**src/rtl/membus_pkg.sv**
```systemverilog
package membus_pkg;
    typedef enum logic [1:0] {
        ACC_IDLE    = 2'd0,
        ACC_RD_WAIT = 2'd1,
        ACC_WR_WAIT = 2'd2
    } acc_state_e;
endpackage

```
**src/rtl/mbp_addr_reg.sv**
```systemverilog
module mbp_addr_reg #(
    parameter int AW = 16,
    parameter int DW = 32
) (
    input  logic          clk,
    input  logic          rst_n,
    input  logic          load,
    input  logic [DW-1:0] bus_val,
    output logic [AW-1:0] addr
);
    always_ff @(posedge clk) begin
        if (!rst_n)
            addr <= '0;
        else if (load)
            addr <= bus_val[AW-1:0];
    end
endmodule

```
**src/rtl/mbp_data_reg.sv**
```systemverilog
module mbp_data_reg #(
    parameter int DW = 32
) (
    input  logic          clk,
    input  logic          rst_n,
    input  logic          ld_bus,
    input  logic          ld_mem,
    input  logic          mfc,
    input  logic [DW-1:0] bus_val,
    input  logic [DW-1:0] mem_val,
    output logic [DW-1:0] value
);
    logic take_mem;
    assign take_mem = ld_mem && mfc;

    always_ff @(posedge clk) begin
        if (!rst_n)
            value <= '0;
        else if (take_mem)
            value <= mem_val;
        else if (ld_bus)
            value <= bus_val;
    end
endmodule

```
**src/rtl/mbp_access_fsm.sv**
```systemverilog
module mbp_access_fsm
    import membus_pkg::*;
(
    input  logic clk,
    input  logic rst_n,
    input  logic rd_req,
    input  logic wr_req,
    input  logic wait_mfc,
    input  logic mfc,
    output logic rd_strobe,
    output logic wr_strobe,
    output logic stall
);
    acc_state_e state, state_nx;

    // state register
    always_ff @(posedge clk) begin
        if (!rst_n)
            state <= ACC_IDLE;
        else
            state <= state_nx;
    end

    // transitions
    always_comb begin
        state_nx = state;
        unique case (state)
            ACC_IDLE: begin
                if (rd_req)
                    state_nx = ACC_RD_WAIT;
                else if (wr_req)
                    state_nx = ACC_WR_WAIT;
            end
            ACC_RD_WAIT: if (mfc) state_nx = ACC_IDLE;
            ACC_WR_WAIT: if (mfc) state_nx = ACC_IDLE;
            default:     state_nx = ACC_IDLE;
        endcase
    end

    // outputs
    always_comb begin
        rd_strobe = 1'b0;
        wr_strobe = 1'b0;
        stall     = 1'b0;
        unique case (state)
            ACC_IDLE: begin
                rd_strobe = rd_req;
                wr_strobe = wr_req && !rd_req;
            end
            ACC_RD_WAIT: begin
                rd_strobe = 1'b1;
                stall     = wait_mfc && !mfc;
            end
            ACC_WR_WAIT: begin
                wr_strobe = 1'b1;
                stall     = wait_mfc && !mfc;
            end
            default: ;
        endcase
    end
endmodule

```
**src/rtl/membus_port.sv**
```systemverilog
module membus_port #(
    parameter int AW = 16,
    parameter int DW = 32
) (
    input  logic          clk,
    input  logic          rst_n,
    input  logic [DW-1:0] ibus_in,
    input  logic          mar_ld,
    input  logic          mdr_ld_bus,
    input  logic          mdr_ld_mem,
    input  logic          mdr_to_bus,
    input  logic          mdr_to_mem,
    input  logic          rd_req,
    input  logic          wr_req,
    input  logic          wait_mfc,
    output logic [DW-1:0] ibus_out,
    output logic          ibus_oe,
    output logic [AW-1:0] mem_addr,
    output logic          mem_rd,
    output logic          mem_wr,
    output logic [DW-1:0] mem_wdata,
    output logic          mem_wdata_oe,
    input  logic [DW-1:0] mem_rdata,
    input  logic          mem_mfc,
    output logic          stall
);
    logic [DW-1:0] mdr_q;

    mbp_addr_reg #(.AW(AW), .DW(DW)) u_mar (
        .clk     (clk),
        .rst_n   (rst_n),
        .load    (mar_ld),
        .bus_val (ibus_in),
        .addr    (mem_addr)
    );

    mbp_data_reg #(.DW(DW)) u_mdr (
        .clk     (clk),
        .rst_n   (rst_n),
        .ld_bus  (mdr_ld_bus),
        .ld_mem  (mdr_ld_mem),
        .mfc     (mem_mfc),
        .bus_val (ibus_in),
        .mem_val (mem_rdata),
        .value   (mdr_q)
    );

    mbp_access_fsm u_fsm (
        .clk       (clk),
        .rst_n     (rst_n),
        .rd_req    (rd_req),
        .wr_req    (wr_req),
        .wait_mfc  (wait_mfc),
        .mfc       (mem_mfc),
        .rd_strobe (mem_rd),
        .wr_strobe (mem_wr),
        .stall     (stall)
    );

    assign ibus_out     = mdr_q;
    assign ibus_oe      = mdr_to_bus;
    assign mem_wdata    = mdr_q;
    assign mem_wdata_oe = mdr_to_mem;
endmodule

```
**config.mk**
```make
export PLATFORM = sky130hd
export DESIGN_NAME = membus_port
export DESIGN_NICKNAME = d
export VERILOG_FILES = /design/src/rtl/membus_pkg.sv /design/src/rtl/mbp_addr_reg.sv /design/src/rtl/mbp_data_reg.sv /design/src/rtl/mbp_access_fsm.sv /design/src/rtl/membus_port.sv
export SDC_FILE = /design/constraint.sdc
export NUM_CORES = 1
export LEC_CHECK = 0
export BUFFER_PORTS_ARGS = -buffer_cell sky130_fd_sc_hd__buf_2
export CELL_PAD_IN_SITES_DETAIL_PLACEMENT = 0
export CELL_PAD_IN_SITES_GLOBAL_PLACEMENT = 1
export CORE_MARGIN = 4
export CORE_UTILIZATION = 33
export DETAILED_ROUTE_END_ITERATION = 10
export GPL_ROUTABILITY_DRIVEN = 1
export GPL_TIMING_DRIVEN = 0
export PLACE_DENSITY_LB_ADDON = 0.1
export SETUP_SLACK_MARGIN = 0.2
export SLEW_MARGIN = 30
export SYNTH_ARGS = -nofsm -noshare
export SYNTH_HDL_FRONTEND = slang
export SYNTH_SLANG_ARGS = --single-unit
```
**constraint.sdc**
```tcl
create_clock -name clk -period 3.05 [get_ports clk]
set_input_delay 0.1525 -clock clk [delete_from_list [all_inputs] [get_ports clk]]
set_output_delay 0.1525 -clock clk [all_outputs]
set_load 0.02 [all_outputs]
```
==> results of run 1 <==
[cell usage after synthesis]
cell,number
a41o_1,1
and3_1,1
a21oi_1,1
nor2b_1,16
dfxtp_1,50
a31o_2,1
mux2i_1,48
nand2b_1,1
nand2_1,34
o21a_1,2
buf_6,3
ha_1,4
buf_4,37
o22ai_1,1
o211a_1,32
inv_1,4
nor2_1,1
nand2b_4,1
nand3_1,1
clkbuf_1,4
nand2_8,1
buf_12,3
buf_2,5
[cells in the final DEF, fill, tap and decap left out, types with 2 or more instances in the layout]
master and count:
dfxtp_1 50, inv_1 4, buf_2 159, nand2_1 34, buf_12 3, ha_1 4, clkbuf_8 5, o21a_1 2
nor2b_1 16, o211a_1 32, buf_4 37, mux2i_1 48, clkbuf_1 4, buf_6 3, clkinvlp_4 2
[power breakdown]
| group | switching [mW] | total (mW) | internal (mW) |
|---|---|---|---|
| clock | 0.228 | 0.472 | 0.244 |
| sequential | 0.0321 | 0.735 | 0.703 |
| combinational | 0.260 | 0.491 | 0.231 |
| total | 0.520 | 1.70 | 1.18 |
[cells by family after synthesis]
group                      count (synthesis)
muxes                                     48
and+or+nand+nor                           56
DFF                                       50
buffers and inverters                     56
adders and majority gates                  4
AOI/OAI and AO/OA                         38
[final timing paths]
kind,slack (ns),startpoint,to,depth (start not counted)
worst min register to register,0.51,u_fsm.state[1]$_SDFFE_PN0P_,u_fsm.state[1]$_SDFFE_PN0P_,2
worst max register to register,1.75,u_fsm.state[1]$_SDFFE_PN0P_,u_fsm.state[0]$_SDFFE_PN0P_,5
worst max-delay path,1.50,u_fsm.state[1]$_SDFFE_PN0P_,stall,5
worst min-delay path,0.08,mem_rdata[15],u_mdr.value[15]$_SDFFE_PN0P_,2
[through the flow]
stage          hold WS, ns    util
2_1_floorplan       0.3085       -
3_3_place_gp        0.3927  0.4559
3_5_place_dp        0.3967  0.4559
4_1_cts            0.07111  0.4707
5_1_grt            0.06880  0.4707
6_report           0.08348  0.4707
[sequential cells by signal, indices dropped and copies added, names as in the netlist]
signal / flops
u_mar.addr: 16
u_fsm.state: 2
u_mdr.value: 32
[worst reg2reg max path, stage by stage, from the launching register on]
cell and delay (ns):
dfxtp_1 0.37, inv_1 0.09, ha_1 0.32, nand2b_4 0.07
and3_1 0.18, o21a_1 0.17
[cell type report]
class	count	area, µm²
tap	102	127.6
fill	804	4069
clock buffer	5	68.82
inverter	4	15.01
sequential	50	1001
buffer	52	411.6
timing repair buffer	154	770.7
multi-input combinational	146	1179
clock inverter	3	45.04
[layer usage]
metal,global-route usage,vias to the layer above
met5,0,-
met4,0.03564,0
met3,0.04398,4
met2,0.2458,89
met1,0.1918,1044
li1,-,1153
==> metrics.txt, run 1 <==
peak clock frequency supported by timing approximately 650 MHz; class of the tightest hold or removal check in -> reg; areal power density over the cells 469.3 nW/µm²; area share of xor/xnor cells in the synthesized design 0; minimum setup slack in the final design 1.502 ns; Top Ports 160; largest area contributor in the synthesized netlist dfxtp_1; minimum clock period 1.548 ns; crit path launch type flop; Max-cap violations 0; GRT Total Usage 0.1492; final setup vio count 0; pin count of the biggest net entering global routing 17; Post-Place Cell Area between 3000 and 4000 µm²; post-placement worst setup slack 1.759 ns; headroom to the max-slew limit 0.6294; endpoint kind of the worst setup timing path primary output; final worst clock skew 0.0002426 ns; simple-gate share of the synthesized area 0.1085; critical path, cell by cell inv_1, ha_1, nand2b_4, nor2_1, buf_2; DR DRC count 0; Top Layer Used met4; Row Count 32; drt first pass iters 4; adder and majority cell fraction of the synthesized area 0.01920; net count after synthesis approximately 330; floorplan die width a little under 100 µm; Post-Syn Instances approximately 250; number of distinct library cells after synthesis 23; Die Span Y ~97 µm; routed vias ~2,300; depth of the CTS H-tree 2; maximum fanout count along the critical path 5; data arrival time of the worst path 1.40 ns; setup repair after global routing missed its margin false; number of global-route vias before repair approximately 2,300; wire per inst 13.50 µm; fraction of the yosys area taken by sequential cells 0.3841; starting density of the core 0.3390; total of cells resized after clock tree synthesis 0; setup bufs post-CTS 0; final std cells w/o fill just over 500; global-route wire length before repair between 10 and 15 mm; standard cell core area ~7700 µm²; final count of hold timing violations 0; Worst path top cell family by delay flip-flops; slew at the pin with the worst max-slew slack approximately 0.56 ns; main area contributors after synthesis dfxtp_1 (38%), mux2i_1 (18%), o211a_1 (12%), buf_4 (11%), nand2_1 (4.9%); TritonCTS Buffers 5; placed cells around 500; IR Drop Worst-Case VDD between 0.00015 and 0.0002 V; Port Buf Inserts 154; final wirelength 6.966 mm; dominant combinational cell family by area after synthesis multiplexers; Setup CP Type reg -> out; total overflow reported by the global router 0; clock latency of the later-clocked register in the worst-skew pair roughly 0.30 ns; layout overhead on the synthesized area 38.84%; number of antenna violations at the first check in global routing 0; number of slew-limit violations in the final report 0; share of cell area taken by muxes after synthesis 0.1843; synthesized-area fraction occupied by ao, oa, aoi and oai cells 0.1402; number of diodes added for antenna fixing 0; leakage power figure roughly 2.2 nW; # nets final approximately 490; CTS tree built; cell area after technology mapping 2606 µm²; fraction of layout instances using a drive strength above 1 0.5145; stage delay of the slowest cell on the critical path around 0.37 ns; average instance area after synthesis a little over 10 µm²; buffer cell driving the clock tree root clkbuf_8; met3 wire len between 500 and 600 µm; total of hold buffers inserted after clock tree synthesis 0; PnR Total Power around 1.7 mW; clk sink count 50; post-route fraction of the period consumed by the critical path 0.5075; weighted congestion reported at the end of routability-driven placement ~0.76; Clock Pin Slew Worst Setup and Hold Paths roughly 0.090 ns; Worst Path Buf+Inv 2; Crit-path slowest cell dfxtp_1; Detail Route met2 WL 3.304 mm; Detailed Route Iter0 Violations 19; final setup TNS 0 ns; Max Root-Sink Buffers 2; Detailed Place HPWL 5.425 mm; M1 wire length 3.070 mm; outcome finished clean; required time at the worst-slack endpoint 2.90 ns; post-synthesis sequential element count 50; fraction of post-synthesis cell area in the top cell type by area 0.3841; area enclosed by the die boundary around 9400 µm²; drt via density 4.438; fin area ~3600 µm²; Yosys Warn Count 0; post-route ant nets 0
Note: power is estimated with default switching activity, not from simulation.
==> run 2, diff against run 1 <==
--- a/config.mk
+++ b/config.mk
@@ -9,7 +9,7 @@
 export CELL_PAD_IN_SITES_DETAIL_PLACEMENT = 0
 export CELL_PAD_IN_SITES_GLOBAL_PLACEMENT = 1
 export CORE_MARGIN = 4
-export CORE_UTILIZATION = 33
+export CORE_UTILIZATION = 31
 export DETAILED_ROUTE_END_ITERATION = 10
 export GPL_ROUTABILITY_DRIVEN = 1
 export GPL_TIMING_DRIVEN = 0
==> constraint.sdc (replaced) <==
create_clock -name clk -period 1.48 [get_ports clk]
set_input_delay 0.074 -clock clk [delete_from_list [all_inputs] [get_ports clk]]
set_output_delay 0.074 -clock clk [all_outputs]
set_load 0.02 [all_outputs]
==> metrics.txt, run 2 (synthesis results as in run 1) <==
Largest register FFs 32 (unchanged); DR DRC count 0 (unchanged); routed vias 2,311 (+0.92%); Top Ports 160 (unchanged); setup repair after global routing missed its margin true; final wirelength 7.393 mm (+6.1%); starting density of the core 0.3172 (-0.02184); areal power density over the cells 922.5 nW/µm² (+97%); crit path launch type flop; largest registers in the final layout u_mdr.value: 32 flops, u_mar.addr: 16 flops, u_fsm.state: 2 flops; endpoint kind of the worst setup timing path primary output; number of global-route vias before repair 2,296 (+0.88%); pin count of the biggest net entering global routing 16 (-1); drt via density 4.419 (-0.43%); Clock Pin Slew Worst Setup and Hold Paths 0.10 ns (about the same); Max Root-Sink Buffers 2 (unchanged); GRT Total Usage 0.1398 (-0.009406); register with the most flip-flops u_mdr.value; floorplan die width 99.69 µm (+2.9%); minimum setup slack in the final design 0.1429 ns (-1.359 ns); total overflow reported by the global router 0 (unchanged); clk sink count 50 (unchanged); Die Span Y 99.69 µm (+2.9%); leakage power figure 2.261 nW (+1.1%); TritonCTS Buffers 5 (unchanged); area enclosed by the die boundary 9938 µm² (+5.9%); most frequent standard cell in the layout excluding fill and tap cells buf_2; # nets final 496 (+0.81%); global-route track usage on met2 0.2381 (-0.007683); Global Route met3 Usage 0.04137 (-0.002605); required time at the worst-slack endpoint 1.41 ns (-1.49 ns); most frequent cells in the layout buf_2 (156), mux2i_1 (48), dfxtp_1 (48), buf_4 (38), nand2_1 (34); number of antenna violations at the first check in global routing 0 (unchanged); Setup CP Type reg -> out; slew at the pin with the worst max-slew slack 0.5788 ns (+0.02298 ns); maximum fanout count along the critical path 2 (-3); post-route fraction of the period consumed by the critical path 0.9035; depth of the CTS H-tree 2 (unchanged); number of slew-limit violations in the final report 0 (unchanged); standard cell core area 8217 µm² (+6.9%); weighted congestion reported at the end of routability-driven placement 0.7465 (-1.2%); final setup vio count 0 (unchanged); Detailed Place HPWL 5.561 mm (+2.5%); Row Count 33 (+3.1%); post-route ant nets 0 (unchanged); number of diodes added for antenna fixing 0 (unchanged); clock latency of the later-clocked register in the worst-skew pair 0.29 ns (about the same); minimum clock period about 1.3 ns; met1 routing resource usage after global routing 0.1762 (-0.01556); Detailed Route Iter0 Violations 61 (+42); Max-cap violations 0 (unchanged); final setup TNS 0 ns (unchanged); CTS tree built; Port Buf Inserts 154 (unchanged); most crowded layer after global routing met2; wire per inst 14.14 µm (+4.7%); outcome finished clean; total of fill cells in the finished design 841 (+4.6%); class of the tightest hold or removal check in -> reg; fraction of layout instances using a drive strength above 1 0.5359 (+0.02139); final worst clock skew 0.0002438 ns (+0.000001166 ns); post-placement worst setup slack 0.1790 ns (-1.580 ns); IR Drop Worst-Case VDD 0.0004377 V (+140%); drt first pass iters 4 (unchanged); global-route wire length before repair 11.23 mm (-3.1%); final count of hold timing violations 0 (unchanged); headroom to the max-slew limit 0.6141 (-0.01532); layout overhead on the synthesized area 42.05%; peak clock frequency supported by timing 747.9 MHz; buffer cell driving the clock tree root clkbuf_8; data arrival time of the worst path 1.26 ns (-0.14 ns)
[run 2: repair_timing]
item / 4_1_cts / 5_1_grt
hold endpoints to repair: 1 / 0
setup buffers: 2 / 1
setup endpoints to repair: 4 / 5
pin swaps: 2 / 3
hold buffers: 1 / 0
resized for setup: 12 / 10
[run 2: critical path, stage by stage (launching register included)]
cell,delay [ns]
dfxtp_2,0.35
buf_4,0.13
ha_2,0.17
a31o_4,0.20
buf_6,0.12
[run 2: final cells by class]
type	instances	area, µm²	area share
buffer	52	411.6	0.1112
clock buffer	6	72.57	0.01960
clock inverter	2	13.76	0.003717
inverter	4	20.02	0.005407
multi-input combinational	146	1217	0.3288
sequential	50	1006	0.2717
tap	105	131.4	0.03548
timing repair buffer	158	829.5	0.2241
[run 2: path summary, 6_finish.rpt]
path,startpoint,end,slack (ns),depth (start not counted)
worst min-delay path,mem_rdata[3],u_mdr.value[3]$_SDFFE_PN0P_,0.01,2
worst min register to register,u_mar.addr[5]$_SDFFE_PN0P_,u_mar.addr[5]$_SDFFE_PN0P_,0.52,2
worst max-delay path,u_fsm.state[0]$_SDFFE_PN0P_,mem_rd,0.14,4
worst max register to register,u_fsm.state[1]$_SDFFE_PN0P_,u_fsm.state[0]$_SDFFE_PN0P_,0.20,6
[run 2: routing by layer]
layer | up-vias | share of wire | wire (µm)
met4 | 0 | 0.0046 | 34
met3 | 2 | 0.085 | 627
met1 | 1056 | 0.43 | 3162
met5 | - | 0 | 0
met2 | 89 | 0.48 | 3569
li1 | 1164 | - | -
[run 2: per-stage QoR]
step | hold slack (ns) | std cells | power [mW] | util | instance area (µm²)
final | 0.01191 | 523 | 3.416 | 0.4506 | 3702
after global routing | 0.0005434 | 523 | 3.615 | 0.4506 | 3702
after CTS | 0.001118 | 522 | 3.443 | 0.4451 | 3657
after detailed placement | 0.3190 | 511 | 2.581 | 0.4270 | 3508
after global placement | 0.3140 | 511 | 2.572 | 0.4270 | 3508
after floorplan | 0.2300 | 252 | 2.226 | - | 2606
[run 2: report_power, final]
group / total, mW / switching (mW) / internal, mW / leakage, nW
sequential: 1.52 / 0.0701 / 1.45 / 0.416
combinational: 1.10 / 0.567 / 0.535 / 1.80
clock: 0.795 / 0.460 / 0.335 / 0.0452
==> run 3, diff against run 2 <==
--- a/config.mk
+++ b/config.mk
@@ -8,8 +8,9 @@
 export BUFFER_PORTS_ARGS = -buffer_cell sky130_fd_sc_hd__buf_2
 export CELL_PAD_IN_SITES_DETAIL_PLACEMENT = 0
 export CELL_PAD_IN_SITES_GLOBAL_PLACEMENT = 1
+export CORE_ASPECT_RATIO = 0.75
 export CORE_MARGIN = 4
-export CORE_UTILIZATION = 31
+export CORE_UTILIZATION = 28
 export DETAILED_ROUTE_END_ITERATION = 10
 export GPL_ROUTABILITY_DRIVEN = 1
 export GPL_TIMING_DRIVEN = 0
==> constraint.sdc (replaced) <==
create_clock -name clk -period 1.1 [get_ports clk]
set_input_delay 0.055 -clock clk [delete_from_list [all_inputs] [get_ports clk]]
set_output_delay 0.055 -clock clk [all_outputs]
set_load 0.02 [all_outputs]
==> metrics.txt, run 3 (synthesis results as in run 1) <==
standard cell core area 9046 µm² (+10%); Max-cap violations 0 (unchanged); post-route ant nets 0 (unchanged); slew at the pin with the worst max-slew slack 0.5846 ns (+0.005788 ns); floorplan die width 119.4 µm (+20%); Top Ports 160 (unchanged); post-route fraction of the period consumed by the critical path 1.169; leakage power figure 2.491 nW (+10%); area taken by flip-flops and latches 1049 µm² (+4.2%); required time at the worst-slack endpoint 1.04 ns (-0.37 ns); clock latency of the later-clocked register in the worst-skew pair 0.28 ns (about the same); weighted congestion reported at the end of routability-driven placement 0.6591 (-12%); clk sink count 50 (unchanged); switching share of power 0.2851 (-0.03588); Detailed Route Iter0 Violations 58 (-4.9%); minimum setup slack in the final design -0.1863 ns (-0.3292 ns); Port Buf Inserts 154 (unchanged); drt first pass iters 4 (unchanged); setup repair after global routing missed its margin true; area enclosed by the die boundary 10,930 µm² (+10%); final setup vio count 5 (+5); beginning of the critical path u_fsm.state[1]$_SDFFE_PN0P_; layout overhead on the synthesized area 71.63%; Setup CP Type reg -> out; Clock Pin Slew Worst Setup and Hold Paths 0.07 ns (-0.03 ns); total of fill cells in the finished design 863 (+2.6%); routed vias 2,431 (+5.2%); Max Root-Sink Buffers 2 (unchanged); TritonCTS Buffers 5 (unchanged); number of diodes added for antenna fixing 0 (unchanged); buffer cell driving the clock tree root clkbuf_16; Post-Place Cell Area 3557 µm² (+1.4%); fin area 4473 µm² (+21%); areal power density over the cells 1273 nW/µm² (+38%); drt via density 4.265 (-3.5%); Psw 1.623 mW (+48%); PnR Total Power 5.694 mW (+67%); headroom to the max-slew limit 0.6102 (-0.003859); fraction of layout instances using a drive strength above 1 0.5769 (+0.04104); CTS tree built; number of antenna violations at the first check in global routing 0 (unchanged); GRT Total Usage 0.1449 (+0.005139); final setup TNS -0.7740 ns (-0.7740 ns); Largest register FFs 32 (unchanged); Int Pwr 4.071 mW (+76%); class of the tightest hold or removal check in -> reg; final hold slack 0.008259 ns (-0.003654 ns); final count of hold timing violations 0 (unchanged); number of global-route vias before repair 2,560 (+11%); met1 routing resource usage after global routing 0.1871 (+0.01083); maximum fanout count along the critical path 3 (+1); IR Drop Worst-Case VDD 0.0005220 V (+19%); worst setup slack for register-to-register paths -0.17 ns (-0.37 ns); final wirelength 7.961 mm (+7.7%); number of slew-limit violations in the final report 0 (unchanged); endpoint kind of the worst setup timing path primary output; starting density of the core 0.2881 (-0.02909); length in cells of the worst reg-to-reg path 6 (unchanged); stage delay of the slowest cell on the critical path 0.37 ns (+0.02 ns); outcome complete, but fails checks; violations in the final reports negative setup slack; # nets final 520 (+4.8%); terminus of the critical flop-to-flop path u_fsm.state[0]$_SDFFE_PN0P_; largest registers in the final layout u_mdr.value: 32 flops, u_mar.addr: 16 flops, u_fsm.state: 2 flops; DR DRC count 0 (unchanged); pin count of the biggest net entering global routing 17 (+1); most crowded layer after global routing met2; depth of the CTS H-tree 2 (unchanged); peak clock frequency supported by timing between 700 and 800 MHz; Crit-path slowest cell dfxtp_4; crit path launch type flop; worst setup path end mem_wr; most frequent cells in the layout buf_2 (109), buf_6 (72), mux2i_1 (48), nand2_1 (34); most frequent standard cell in the layout excluding fill and tap cells buf_2; proportion of power drawn by combinational gates 0.308 (-0.014); Row Count 30 (-9.1%); data arrival time of the worst path 1.23 ns (-0.03 ns); final worst clock skew 0.0009578 ns (+0.0007140 ns); register with the most flip-flops u_mdr.value; global-route wire length before repair 12.72 mm (+13%); share of power burned in registers 0.367 (-0.078); Clk network pwr share 0.326 (+0.093); Global Route met3 Usage 0.04359 (+0.002212); minimum clock period roughly 1.3 ns; critical path, cell by cell inv_4, ha_4, a41o_1, buf_6; footprint of the multi-input gates 1225 µm² (+0.62%); total overflow reported by the global router 0 (unchanged); Detailed Place HPWL 5.787 mm (+4.1%); startpoint of the worst register-to-register path u_fsm.state[1]$_SDFFE_PN0P_; wire per inst 13.97 µm (-1.2%); global-route track usage on met2 0.2393 (+0.001233); Die Span Y 91.55 µm (-8.2%)
==> run 3: worst min path at each step <==
stage | startpoint | endpoint | slack (ns) | cells after the start
2_1_floorplan | mem_rdata[21] | u_mdr.value[21]$_SDFFE_PN0P_ | 0.21 | 1
5_1_grt | mem_rdata[3] | u_mdr.value[3]$_SDFFE_PN0P_ | 0.0005 | 2
6_report | mem_rdata[6] | u_mdr.value[6]$_SDFFE_PN0P_ | 0.008 | 2
4_1_cts | mem_rdata[3] | u_mdr.value[3]$_SDFFE_PN0P_ | 0.00008 | 2
3_5_place_dp | mem_rdata[21] | u_mdr.value[21]$_SDFFE_PN0P_ | 0.30 | 2
3_3_place_gp | mem_rdata[27] | u_mdr.value[27]$_SDFFE_PN0P_ | 0.30 | 2
==> run 3: metrics by stage <==
stage                 util  setup WS [ns]  std cells
floorplan                -       0.005688        252
global placement    0.3932       -0.06143        534
detailed placement  0.3932       -0.06789        534
CTS                 0.4871        -0.2306        569
global route        0.4945        -0.2475        570
finish              0.4945        -0.1863        570
==> run 3: what timing repair did <==
action | in CTS | in global routing
pin swaps | 4 | 3
endpoints found under the hold margin | 26 | 0
setup buffers | 1 | 1
hold buffers | 26 | 0
gates resized for setup | 139 | 21
endpoints found under the setup margin | 44 | 52
==> run 3: area by class of cell <==
type / count / area share
Tap cell: 128 / 0.03580
Inverter: 4 / 0.004476
Timing Repair Buffer: 182 / 0.2929
Clock inverter: 2 / 0.008671
Sequential cell: 50 / 0.2344
Clock buffer: 6 / 0.03105
Multi-Input combinational cell: 146 / 0.2738
Buffer: 52 / 0.1189
==> run 3: layer usage <==
layer  vias to the layer above  wire, µm
met5                         -         0
met4                         0        70
met3                         6       594
met2                        98      3854
met1                      1120      3442
li1                       1207         -
==> run 3: critical path: cells and delay by family, from the launching register on <==
kind	cells	cell delay [ns]
AO/OA/AOI/OAI	1	0.24
flip-flops	1	0.37
adder cells (fa/ha/maj)	1	0.15
buffers and inverters	2	0.18
==> run 3: power groups by stage <==
stage | clock network [mW] | registers (mW) | logic, mW
floorplan | 0 | 2.23 | 0.786
global placement | 0 | 2.08 | 1.41
detailed placement | 0 | 2.08 | 1.42
CTS | 1.94 | 2.08 | 1.74
global route | 2.02 | 2.11 | 1.89
finish | 1.85 | 2.09 | 1.75
